### src/rtl/cca_pkg.sv
package cca_pkg;
    localparam int CNT_W      = 16;
    localparam int BYTE_W     = 8;
    localparam int A_CTRL     = 0;
    localparam int A_FLAGS    = 1;
    localparam int A_CNT_LO   = 2;
    localparam int A_CNT_HI   = 3;
    localparam int A_MODE_BASE = 8;
    localparam int A_CMP_BASE  = 16;

    typedef enum logic [1:0] {
        SRC_DIV_SLOW = 2'b00,
        SRC_DIV_FAST = 2'b01,
        SRC_NEIGHBOR = 2'b10,
        SRC_EXT_PIN  = 2'b11
    } cca_src_e;

    typedef enum logic [2:0] {
        FN_OFF,
        FN_CAPTURE,
        FN_TIMER,
        FN_HSO,
        FN_PWM
    } cca_fn_e;

    typedef struct packed {
        logic irq_en;
        logic pwm;
        logic tog;
        logic mat;
        logic capn;
        logic capp;
        logic ecom;
    } cca_mode_t;
endpackage

### src/rtl/cca_tick.sv
module cca_tick #(
    parameter int DIV_SLOW    = 12,
    parameter int DIV_FAST    = 4,
    parameter int SYNC_STAGES = 2
) (
    input  logic              clk,
    input  logic              rst_n,
    input  cca_pkg::cca_src_e src,
    input  logic              run,
    input  logic              idle_stop,
    input  logic              idle_req,
    input  logic              tmr_ovf,
    input  logic              ext_in,
    output logic              step
);
    import cca_pkg::*;

    localparam int SW = (DIV_SLOW > 1) ? $clog2(DIV_SLOW) : 1;
    localparam int FW = (DIV_FAST > 1) ? $clog2(DIV_FAST) : 1;

    logic [SW-1:0]          pre_slow;
    logic [FW-1:0]          pre_fast;
    logic                   tick_slow, tick_fast;
    logic [SYNC_STAGES-1:0] ext_sync;
    logic                   ext_prev, ext_rise;
    logic                   raw_tick;

    assign tick_slow = (pre_slow == SW'(DIV_SLOW - 1));
    assign tick_fast = (pre_fast == FW'(DIV_FAST - 1));

    always_ff @(posedge clk or negedge rst_n) begin
        if (!rst_n) begin
            pre_slow <= '0;
            pre_fast <= '0;
        end else begin
            pre_slow <= tick_slow ? '0 : pre_slow + 1'b1;
            pre_fast <= tick_fast ? '0 : pre_fast + 1'b1;
        end
    end

    always_ff @(posedge clk or negedge rst_n) begin
        if (!rst_n) begin
            ext_sync <= '0;
            ext_prev <= 1'b0;
        end else begin
            ext_sync <= {ext_sync[SYNC_STAGES-2:0], ext_in};
            ext_prev <= ext_sync[SYNC_STAGES-1];
        end
    end

    assign ext_rise = ext_sync[SYNC_STAGES-1] & ~ext_prev;

    always_comb begin
        unique case (src)
            SRC_DIV_SLOW: raw_tick = tick_slow;
            SRC_DIV_FAST: raw_tick = tick_fast;
            SRC_NEIGHBOR: raw_tick = tmr_ovf;
            SRC_EXT_PIN:  raw_tick = ext_rise;
            default:      raw_tick = 1'b0;
        endcase
    end

    assign step = raw_tick & run & ~(idle_stop & idle_req);

    // the slow divider never ticks in two adjacent cycles
    p_slow_spacing_r2: assert property (@(posedge clk) disable iff (!rst_n)
        tick_slow |=> !tick_slow);

    // an external-pin tick needs a synchronised low-to-high change
    p_ext_edge_r3: assert property (@(posedge clk) disable iff (!rst_n)
        (src == SRC_EXT_PIN && step) |-> ($past(ext_sync[SYNC_STAGES-1]) == 1'b0));
endmodule

### src/rtl/cca_count.sv
module cca_count (
    input  logic                      clk,
    input  logic                      rst_n,
    input  logic                      step,
    input  logic                      wr_lo,
    input  logic                      wr_hi,
    input  logic [cca_pkg::BYTE_W-1:0] wdata,
    output logic [cca_pkg::CNT_W-1:0]  cnt_q,
    output logic                      ovf,
    output logic                      lo_roll,
    output logic                      adv_q
);
    import cca_pkg::*;

    logic sw_wr, inc;

    assign sw_wr   = wr_lo | wr_hi;
    assign inc     = step & ~sw_wr;
    assign ovf     = inc & (cnt_q == {CNT_W{1'b1}});
    assign lo_roll = inc & (cnt_q[BYTE_W-1:0] == {BYTE_W{1'b1}});

    always_ff @(posedge clk or negedge rst_n) begin
        if (!rst_n) begin
            cnt_q <= '0;
            adv_q <= 1'b0;
        end else begin
            adv_q <= inc;
            if (sw_wr) begin
                if (wr_lo) cnt_q[BYTE_W-1:0]     <= wdata;
                if (wr_hi) cnt_q[CNT_W-1:BYTE_W] <= wdata;
            end else if (step) begin
                cnt_q <= cnt_q + 1'b1;
            end
        end
    end

    // a tick at the top value wraps the counter to zero
    p_wrap_zero_r5: assert property (@(posedge clk) disable iff (!rst_n)
        ovf |=> (cnt_q == '0));

    // with no tick and no write the counter holds
    p_hold_no_step_r4: assert property (@(posedge clk) disable iff (!rst_n)
        (!step && !sw_wr) |=> $stable(cnt_q));
endmodule

### src/rtl/cca_chan.sv
module cca_chan #(
    parameter int SYNC_STAGES = 2
) (
    input  logic                       clk,
    input  logic                       rst_n,
    input  cca_pkg::cca_mode_t         mode,
    input  logic [cca_pkg::CNT_W-1:0]  cnt,
    input  logic                       adv,
    input  logic                       lo_roll,
    input  logic                       wr_lo,
    input  logic                       wr_hi,
    input  logic [cca_pkg::BYTE_W-1:0] wdata,
    input  logic                       pin_in,
    output logic [cca_pkg::CNT_W-1:0]  cmp_val,
    output logic                       pin_out,
    output logic                       hit
);
    import cca_pkg::*;

    cca_fn_e                fn;
    logic [SYNC_STAGES-1:0] pin_sync;
    logic                   pin_prev, rise, fall;
    logic                   match, cap_hit, toggle, reload;
    logic [BYTE_W-1:0]      lo_q, hi_q;
    logic                   pin_q;

    assign cmp_val = {hi_q, lo_q};
    assign match   = adv & (cnt == cmp_val);

    always_ff @(posedge clk or negedge rst_n) begin
        if (!rst_n) begin
            pin_sync <= '0;
            pin_prev <= 1'b0;
        end else begin
            pin_sync <= {pin_sync[SYNC_STAGES-2:0], pin_in};
            pin_prev <= pin_sync[SYNC_STAGES-1];
        end
    end

    assign rise = pin_sync[SYNC_STAGES-1] & ~pin_prev;
    assign fall = ~pin_sync[SYNC_STAGES-1] & pin_prev;

    // function decode: the mode register picks the channel function
    always_comb begin
        if (mode.ecom) begin
            if (mode.pwm)                 fn = FN_PWM;
            else if (mode.mat && mode.tog) fn = FN_HSO;
            else if (mode.mat)            fn = FN_TIMER;
            else                          fn = FN_OFF;
        end else if (mode.capp || mode.capn) begin
            fn = FN_CAPTURE;
        end else begin
            fn = FN_OFF;
        end
    end

    // per-function event generation
    always_comb begin
        cap_hit = 1'b0;
        hit     = 1'b0;
        toggle  = 1'b0;
        reload  = 1'b0;
        unique case (fn)
            FN_CAPTURE: begin
                cap_hit = (mode.capp & rise) | (mode.capn & fall);
                hit     = cap_hit;
            end
            FN_TIMER: hit = match;
            FN_HSO: begin
                hit    = match;
                toggle = match;
            end
            FN_PWM:  reload = lo_roll;
            FN_OFF:  ;
            default: ;
        endcase
    end

    always_ff @(posedge clk or negedge rst_n) begin
        if (!rst_n) begin
            lo_q  <= '0;
            hi_q  <= '0;
            pin_q <= 1'b1;
        end else begin
            if (cap_hit) begin
                {hi_q, lo_q} <= cnt;
            end else begin
                if (reload)     lo_q <= hi_q;
                else if (wr_lo) lo_q <= wdata;
                if (wr_hi)      hi_q <= wdata;
            end
            if (toggle) pin_q <= ~pin_q;
        end
    end

    assign pin_out = (fn == FN_PWM) ? (cnt[BYTE_W-1:0] >= lo_q) : pin_q;

    // a capture event stores the counter value of that cycle
    p_capture_store_r7: assert property (@(posedge clk) disable iff (!rst_n)
        cap_hit |=> (cmp_val == $past(cnt)));

    // a toggle event inverts the held pin level
    p_toggle_flip_r9: assert property (@(posedge clk) disable iff (!rst_n)
        toggle |=> (pin_q != $past(pin_q)));

    // a low-byte wrap in PWM mode copies the high byte down
    p_pwm_reload_r11: assert property (@(posedge clk) disable iff (!rst_n)
        reload |=> (lo_q == $past(hi_q)));
endmodule

### src/rtl/cc_array.sv
module cc_array #(
    parameter int NUM_MOD     = 5,
    parameter int ADDR_W      = 5,
    parameter int SYNC_STAGES = 2,
    parameter int DIV_SLOW    = 12,
    parameter int DIV_FAST    = 4
) (
    input  logic               clk,
    input  logic               rst_n,
    input  logic               idle_req,
    input  logic               tmr_ovf_in,
    input  logic               ext_cnt_in,
    input  logic [NUM_MOD-1:0] cex_in,
    output logic [NUM_MOD-1:0] cex_out,
    input  logic               reg_wr,
    input  logic [ADDR_W-1:0]  reg_addr,
    input  logic [7:0]         reg_wdata,
    output logic [7:0]         reg_rdata,
    output logic [NUM_MOD-1:0] irq_mod,
    output logic               irq_any
);
    import cca_pkg::*;

    localparam int CTRL_W = 5;
    localparam int MODE_W = $bits(cca_mode_t);

    logic [CTRL_W-1:0]  ctrl_q;
    cca_mode_t          mode_q [NUM_MOD];
    logic               cf_q;
    logic [NUM_MOD-1:0] ccf_q;
    logic [NUM_MOD-1:0] hit_vec, ien_vec, keep_vec;
    logic [CNT_W-1:0]   cmp_all [NUM_MOD];
    logic [CNT_W-1:0]   cnt;
    logic               step, ovf, lo_roll, adv;
    logic               wr_ctrl, wr_flags, wr_cnt_lo, wr_cnt_hi;
    logic [NUM_MOD-1:0] wr_mode, wr_cmp_lo, wr_cmp_hi;

    assign wr_ctrl   = reg_wr && (reg_addr == ADDR_W'(A_CTRL));
    assign wr_flags  = reg_wr && (reg_addr == ADDR_W'(A_FLAGS));
    assign wr_cnt_lo = reg_wr && (reg_addr == ADDR_W'(A_CNT_LO));
    assign wr_cnt_hi = reg_wr && (reg_addr == ADDR_W'(A_CNT_HI));

    cca_tick #(
        .DIV_SLOW(DIV_SLOW), .DIV_FAST(DIV_FAST), .SYNC_STAGES(SYNC_STAGES)
    ) u_tick (
        .clk(clk), .rst_n(rst_n),
        .src(cca_src_e'(ctrl_q[4:3])),
        .run(ctrl_q[0]), .idle_stop(ctrl_q[1]), .idle_req(idle_req),
        .tmr_ovf(tmr_ovf_in), .ext_in(ext_cnt_in), .step(step)
    );

    cca_count u_count (
        .clk(clk), .rst_n(rst_n), .step(step),
        .wr_lo(wr_cnt_lo), .wr_hi(wr_cnt_hi), .wdata(reg_wdata),
        .cnt_q(cnt), .ovf(ovf), .lo_roll(lo_roll), .adv_q(adv)
    );

    for (genvar n = 0; n < NUM_MOD; n++) begin : g_chan
        assign wr_mode[n]   = reg_wr && (reg_addr == ADDR_W'(A_MODE_BASE + n));
        assign wr_cmp_lo[n] = reg_wr && (reg_addr == ADDR_W'(A_CMP_BASE + 2*n));
        assign wr_cmp_hi[n] = reg_wr && (reg_addr == ADDR_W'(A_CMP_BASE + 2*n + 1));
        assign ien_vec[n]   = mode_q[n].irq_en;

        always_ff @(posedge clk or negedge rst_n) begin
            if (!rst_n)          mode_q[n] <= '0;
            else if (wr_mode[n]) mode_q[n] <= cca_mode_t'(reg_wdata[MODE_W-1:0]);
        end

        cca_chan #(.SYNC_STAGES(SYNC_STAGES)) u_chan (
            .clk(clk), .rst_n(rst_n), .mode(mode_q[n]),
            .cnt(cnt), .adv(adv), .lo_roll(lo_roll),
            .wr_lo(wr_cmp_lo[n]), .wr_hi(wr_cmp_hi[n]), .wdata(reg_wdata),
            .pin_in(cex_in[n]), .cmp_val(cmp_all[n]),
            .pin_out(cex_out[n]), .hit(hit_vec[n])
        );
    end

    assign keep_vec = wr_flags ? reg_wdata[NUM_MOD-1:0] : {NUM_MOD{1'b1}};

    always_ff @(posedge clk or negedge rst_n) begin
        if (!rst_n) begin
            ctrl_q <= '0;
            cf_q   <= 1'b0;
            ccf_q  <= '0;
        end else begin
            if (wr_ctrl) ctrl_q <= reg_wdata[CTRL_W-1:0];
            cf_q  <= ovf | (cf_q & ~(wr_flags & ~reg_wdata[7]));
            ccf_q <= hit_vec | (ccf_q & keep_vec);
        end
    end

    assign irq_mod = ccf_q & ien_vec;
    assign irq_any = (cf_q & ctrl_q[2]) | (|irq_mod);

    always_comb begin
        reg_rdata = '0;
        if (reg_addr == ADDR_W'(A_CTRL)) begin
            reg_rdata[CTRL_W-1:0] = ctrl_q;
        end else if (reg_addr == ADDR_W'(A_FLAGS)) begin
            reg_rdata[7]           = cf_q;
            reg_rdata[NUM_MOD-1:0] = ccf_q;
        end else if (reg_addr == ADDR_W'(A_CNT_LO)) begin
            reg_rdata = cnt[7:0];
        end else if (reg_addr == ADDR_W'(A_CNT_HI)) begin
            reg_rdata = cnt[15:8];
        end
        for (int n = 0; n < NUM_MOD; n++) begin
            if (reg_addr == ADDR_W'(A_MODE_BASE + n))
                reg_rdata[MODE_W-1:0] = mode_q[n];
            if (reg_addr == ADDR_W'(A_CMP_BASE + 2*n))
                reg_rdata = cmp_all[n][7:0];
            if (reg_addr == ADDR_W'(A_CMP_BASE + 2*n + 1))
                reg_rdata = cmp_all[n][15:8];
        end
    end

    // the overflow flag survives anything but a clearing write
    p_cf_sticky_r6: assert property (@(posedge clk) disable iff (!rst_n)
        (cf_q && !(wr_flags && !reg_wdata[7])) |=> cf_q);

    // a channel event always leaves its flag set, even against a clear
    p_ccf_hw_wins_r6: assert property (@(posedge clk) disable iff (!rst_n)
        (hit_vec != '0) |=> ((ccf_q & $past(hit_vec)) == $past(hit_vec)));

    // a wrap always sets the overflow flag
    p_ovf_sets_cf_r5: assert property (@(posedge clk) disable iff (!rst_n)
        ovf |=> cf_q);
endmodule

### config.mk
export PLATFORM = sky130hd
export DESIGN_NAME = cc_array
export DESIGN_NICKNAME = d
export VERILOG_FILES = /design/src/rtl/cca_pkg.sv /design/src/rtl/cca_tick.sv /design/src/rtl/cca_count.sv /design/src/rtl/cca_chan.sv /design/src/rtl/cc_array.sv
export SDC_FILE = /design/constraint.sdc
export NUM_CORES = 1
export LEC_CHECK = 0
export ABC_CLOCK_PERIOD_IN_PS = 3200
export BUFFER_PORTS_ARGS = -buffer_cell sky130_fd_sc_hd__buf_2
export CORE_MARGIN = 5
export CORE_UTILIZATION = 55
export CTS_CLUSTER_SIZE = 20
export DETAILED_ROUTE_END_ITERATION = 7
export PLACE_DENSITY = 0.76
export SETUP_SLACK_MARGIN = 0.2
export SYNTH_ARGS = -nofsm -noshare
export SYNTH_HDL_FRONTEND = slang
export SYNTH_SLANG_ARGS = --single-unit
### constraint.sdc
create_clock -name clk -period 3.2 [get_ports clk]
set_input_delay 0.16 -clock clk [delete_from_list [all_inputs] [get_ports clk]]
set_output_delay 0.16 -clock clk [all_outputs]
set_load 0.005 [all_outputs]
==> implementation parameters <==
Parameter                              Value

Status
  Run status ... completed

Power and ir drop
  Power density cells ... 694 mW/mm2
  Worst vdd rail ir drop ... 0.418 mV
  Pleak ... 5.87 nW

Yosys
  Sequential area share after synthesis ... 0.367
  Yosys Warn Count ... 0
  Share of synthesized flip-flops with an asynchronous set or reset ... 1.00
  Net count of the mapped netlist ... 1339
  Biggest area consumer among synthesized cells ... sky130_fd_sc_hd__dfrtp_1
  Synth cell count leaders ... sky130_fd_sc_hd__dfrtp_1, sky130_fd_sc_hd__nand2_1, sky130_fd_sc_hd__a21oi_1, sky130_fd_sc_hd__mux2i_1, sky130_fd_sc_hd__o21ai_0
  Library cell with the highest instance count after synthesis ... sky130_fd_sc_hd__dfrtp_1
  Number of standard cells after synthesis ... 1272
  Post-synth EDFFs ... 0
  Cell variety after synth ... 80
  Share of the synthesized area in the top cell type ... 0.356
  Dominant register cell in the synthesized netlist ... sky130_fd_sc_hd__dfrtp_1
  Number of synthesized register bits ... 172
  Top area cells in the synthesized netlist ... sky130_fd_sc_hd__dfrtp_1, sky130_fd_sc_hd__mux2i_1, sky130_fd_sc_hd__ha_1
  Mapped cell area ... 0.0117 mm2
  Post-synthesis average cell area ... 9.22 um2

Global route
  Number of global-route vias before repair ... 10.5k
  Global-route wire length before repair ... 67300 um
  Overall overflow remaining after global route ... 0
  Antenna violations before repair ... 1
  Maximum number of pins on one net before global-route repair ... 83
  Total global routing track utilization ... 0.366

STA
  Final hold slack ... 0.231 ns
  Period utilization ... 0.887
  Slew of the pin with the lowest slew margin ... 1.12 ns
  Final Max Tran Viols ... 0
  Max-Slew Margin vs Limit ... 0.247
  Setup skew after layout ... 0.0154 ns
  Crit path time final ... 2.84 ns
  Setup repair after global routing missed its margin ... no
  Setup TNS ... 0 ns
  Final-report setup violation count ... 0
  Final Hold Violating Endpoints ... 0
  Max Fclk ... 352 MHz

Clocking
  Maximum buffer depth of the clock tree ... 2
  Resized Gates After CTS ... 0
  Register clock-pin slew on the reported worst setup and hold paths ... 0.07 ns
  Clock buffer count from CTS ... 17
  Clock latency on the worst-skew pair ... 0.45 ns
  TritonCTS clock tree ... yes
  H-tree depth ... 4
  Sinks on the clock net ... 172
  Root buf cell ... sky130_fd_sc_hd__clkbuf_16
  Setup fix buffers added after clock tree synthesis ... 0

Setup path
  Setup slack on the worst flop-to-flop path ... 0.52 ns
  Cell Chain, Critical Path ... inv_1 -> buf_4 -> ha_1 -> nand2b_1 -> a21o_1 -> a211oi_1 -> or3_1 -> a31oi_1 -> buf_2
  Kind of cell with the highest combined delay on the critical path ... flip-flops
  Start of the worst register-to-register path ... u_count.cnt_q[6]
  Delay of the slowest cell on the worst path ... 0.55 ns
  Largest driver fanout on the critical path ... 7
  Path type of the worst setup path ... register to primary output
  FF-to-FF End ... g_chan[2].u_chan.pin_q
  Kind of end point of the critical path ... primary output
  Length in cells of the worst reg-to-reg path ... 7
  Req. time, crit path ... 3.04 ns
  Crit-path slowest cell ... sky130_fd_sc_hd__dfrtp_1
  Crit path arrival time ... 2.68 ns
  Critical path launch point type ... register
  Buf+Inv Stages, Crit Path ... 3

Floorplan
  Die Ht ... 156 um
  Standard-cell row count ... 53
  DIE AREA ... 0.0244 mm2
  Initial core utilization ... 0.558
  Top-level port count ... 43
  Core Box Area ... 0.0210 mm2
  DIE WIDTH ... 156 um

Hold path
  Worst hold stages ... 3
  Worst hold-check path type ... primary input to register
  Hold path startpoint ... reg_wdata[7]
  Min-Delay Endpoint ... u_count.cnt_q[15]

Detailed routing
  Average wire length per cell after detail routing ... 28.0 um
  Total vias in the final route ... 11.0k
  Per-cell via count in the routed design ... 6.95
  Violation count after the first detailed-route iteration ... 1500
  Wire length reported by the detailed router ... 44300 um
  Number of antenna-violating nets in the routed design ... 0
  First drt pass iteration count ... 6
  Total DRC errors in the routed layout ... 0

Placement
  DPL Wire Length ... 31500 um
  Buffers added on ports ... 42
  Global placer's final weighted congestion ... 1.04

Cells and area
  Number of nets in the layout ... 1363
  Diode insertion count for antenna repair ... 0
  Fraction of final layout cells with drive strength greater than 1 ... 0.193
  FF+latch area ... 0.00431 mm2
  Synth-to-Final Area Change ... 10.3%
  Total of fill cells in the finished design ... 1812
  Multi-input logic area ... 0.00682 mm2

Run
  Max-cap check violation count ... 0
-- repair_timing --
item / in CTS / in global routing
endpoints found under the hold margin: 84 / 0
setup endpoints to repair: 0 / 0
hold buffers: 7 / 0
-- registers in the layout, indices dropped and copies added, names as in the netlist --
register / cells
g_chan.u_chan.hi_q: 40
g_chan.u_chan.lo_q: 40
mode_q: 30
u_count.cnt_q: 16
g_chan.u_chan.pin_sync: 10
ccf_q: 5
ctrl_q: 5
g_chan.u_chan.pin_prev: 5
g_chan.u_chan.pin_q: 5
ien_vec: 5
u_tick.pre_slow: 4
u_tick.ext_sync: 2
u_tick.pre_fast: 2
cf_q: 1
u_count.adv_q: 1
u_tick.ext_prev: 1
-- layout make-up --
type | instances | area share
clock buffers | 18 | 0.0339
clock inverters | 14 | 0.0110
inverters | 49 | 0.0142
multi-input cells | 954 | 0.527
flip-flops and latches | 172 | 0.333
well taps | 275 | 0.0266
repair buffers | 102 | 0.0539
-- worst max path at each step --
stage / from / slack (ns) / endpoint / cells after the start
6_report: u_count.cnt_q[0] / 0.36 / cex_out[4] / 9
5_1_grt: u_count.cnt_q[0] / 0.29 / cex_out[0] / 9
4_1_cts: u_count.cnt_q[0] / 0.41 / cex_out[4] / 9
3_5_place_dp: reg_addr[0] / 0.54 / reg_rdata[2] / 8
3_3_place_gp: reg_addr[0] / 0.52 / reg_rdata[3] / 8
2_1_floorplan: u_count.cnt_q[7] / 0.86 / g_chan[4].u_chan.pin_q / 6
-- placed cells by master (no fill, tap or decap), types with 43 or more instances in the layout --
master,instances
sky130_fd_sc_hd__a21oi_1,85
sky130_fd_sc_hd__buf_4,52
sky130_fd_sc_hd__dfrtp_1,167
sky130_fd_sc_hd__ha_1,43
sky130_fd_sc_hd__inv_1,49
sky130_fd_sc_hd__mux2i_1,86
sky130_fd_sc_hd__nand2_1,89
sky130_fd_sc_hd__nand3_1,57
sky130_fd_sc_hd__nor2_1,53
sky130_fd_sc_hd__o21ai_0,68
-- worst min-delay path, delay by kind of cell --
family | cells | cell delay [ns]
simple gates | 2 | 0.19
buf+inv | 1 | 0.26
-- metrics by stage --
step           worst slack [ns]  std cells  instance area, um2  power, mW  utilization
3_5_place_dp              0.537       1545               12300       6.73        0.584
2_1_floorplan             0.860       1272               11700       5.42            -
3_3_place_gp              0.525       1545               12300       6.64        0.584
5_1_grt                   0.286       1584               12900       9.39        0.615
6_report                  0.361       1584               12900       8.98        0.615
4_1_cts                   0.410       1584               12900       8.85        0.615
-- per-layer routing --
| layer | routed length, um | global-route usage | up-vias |
|---|---|---|---|
| li1 | - | - | 4750 |
| met1 | 17900 | 0.519 | 5362 |
| met2 | 18900 | 0.535 | 762 |
| met3 | 5480 | 0.0902 | 141 |
| met4 | 2020 | 0.156 | 0 |
| met5 | 0 | 0 | - |
-- cell families after synthesis --
kind of cell / after synthesis / synth area share
AO/OA/AOI/OAI: 332 / 0.195
XOR/XNOR: 46 / 0.0343
adder cells (fa/ha/maj): 43 / 0.0459
buffers and inverters: 146 / 0.0514
flip-flops: 172 / 0.367
multiplexers: 129 / 0.116
AND/OR/NAND/NOR: 404 / 0.191
-- where the power goes --
group	leakage (nW)	internal, mW	switching [mW]
Sequential	2.12	2.77	1.04
Clock	0.288	1.06	1.05
Combinational	3.46	1.35	1.71
Total	5.87	5.18	3.79
(Power assumes the default switching activity.)
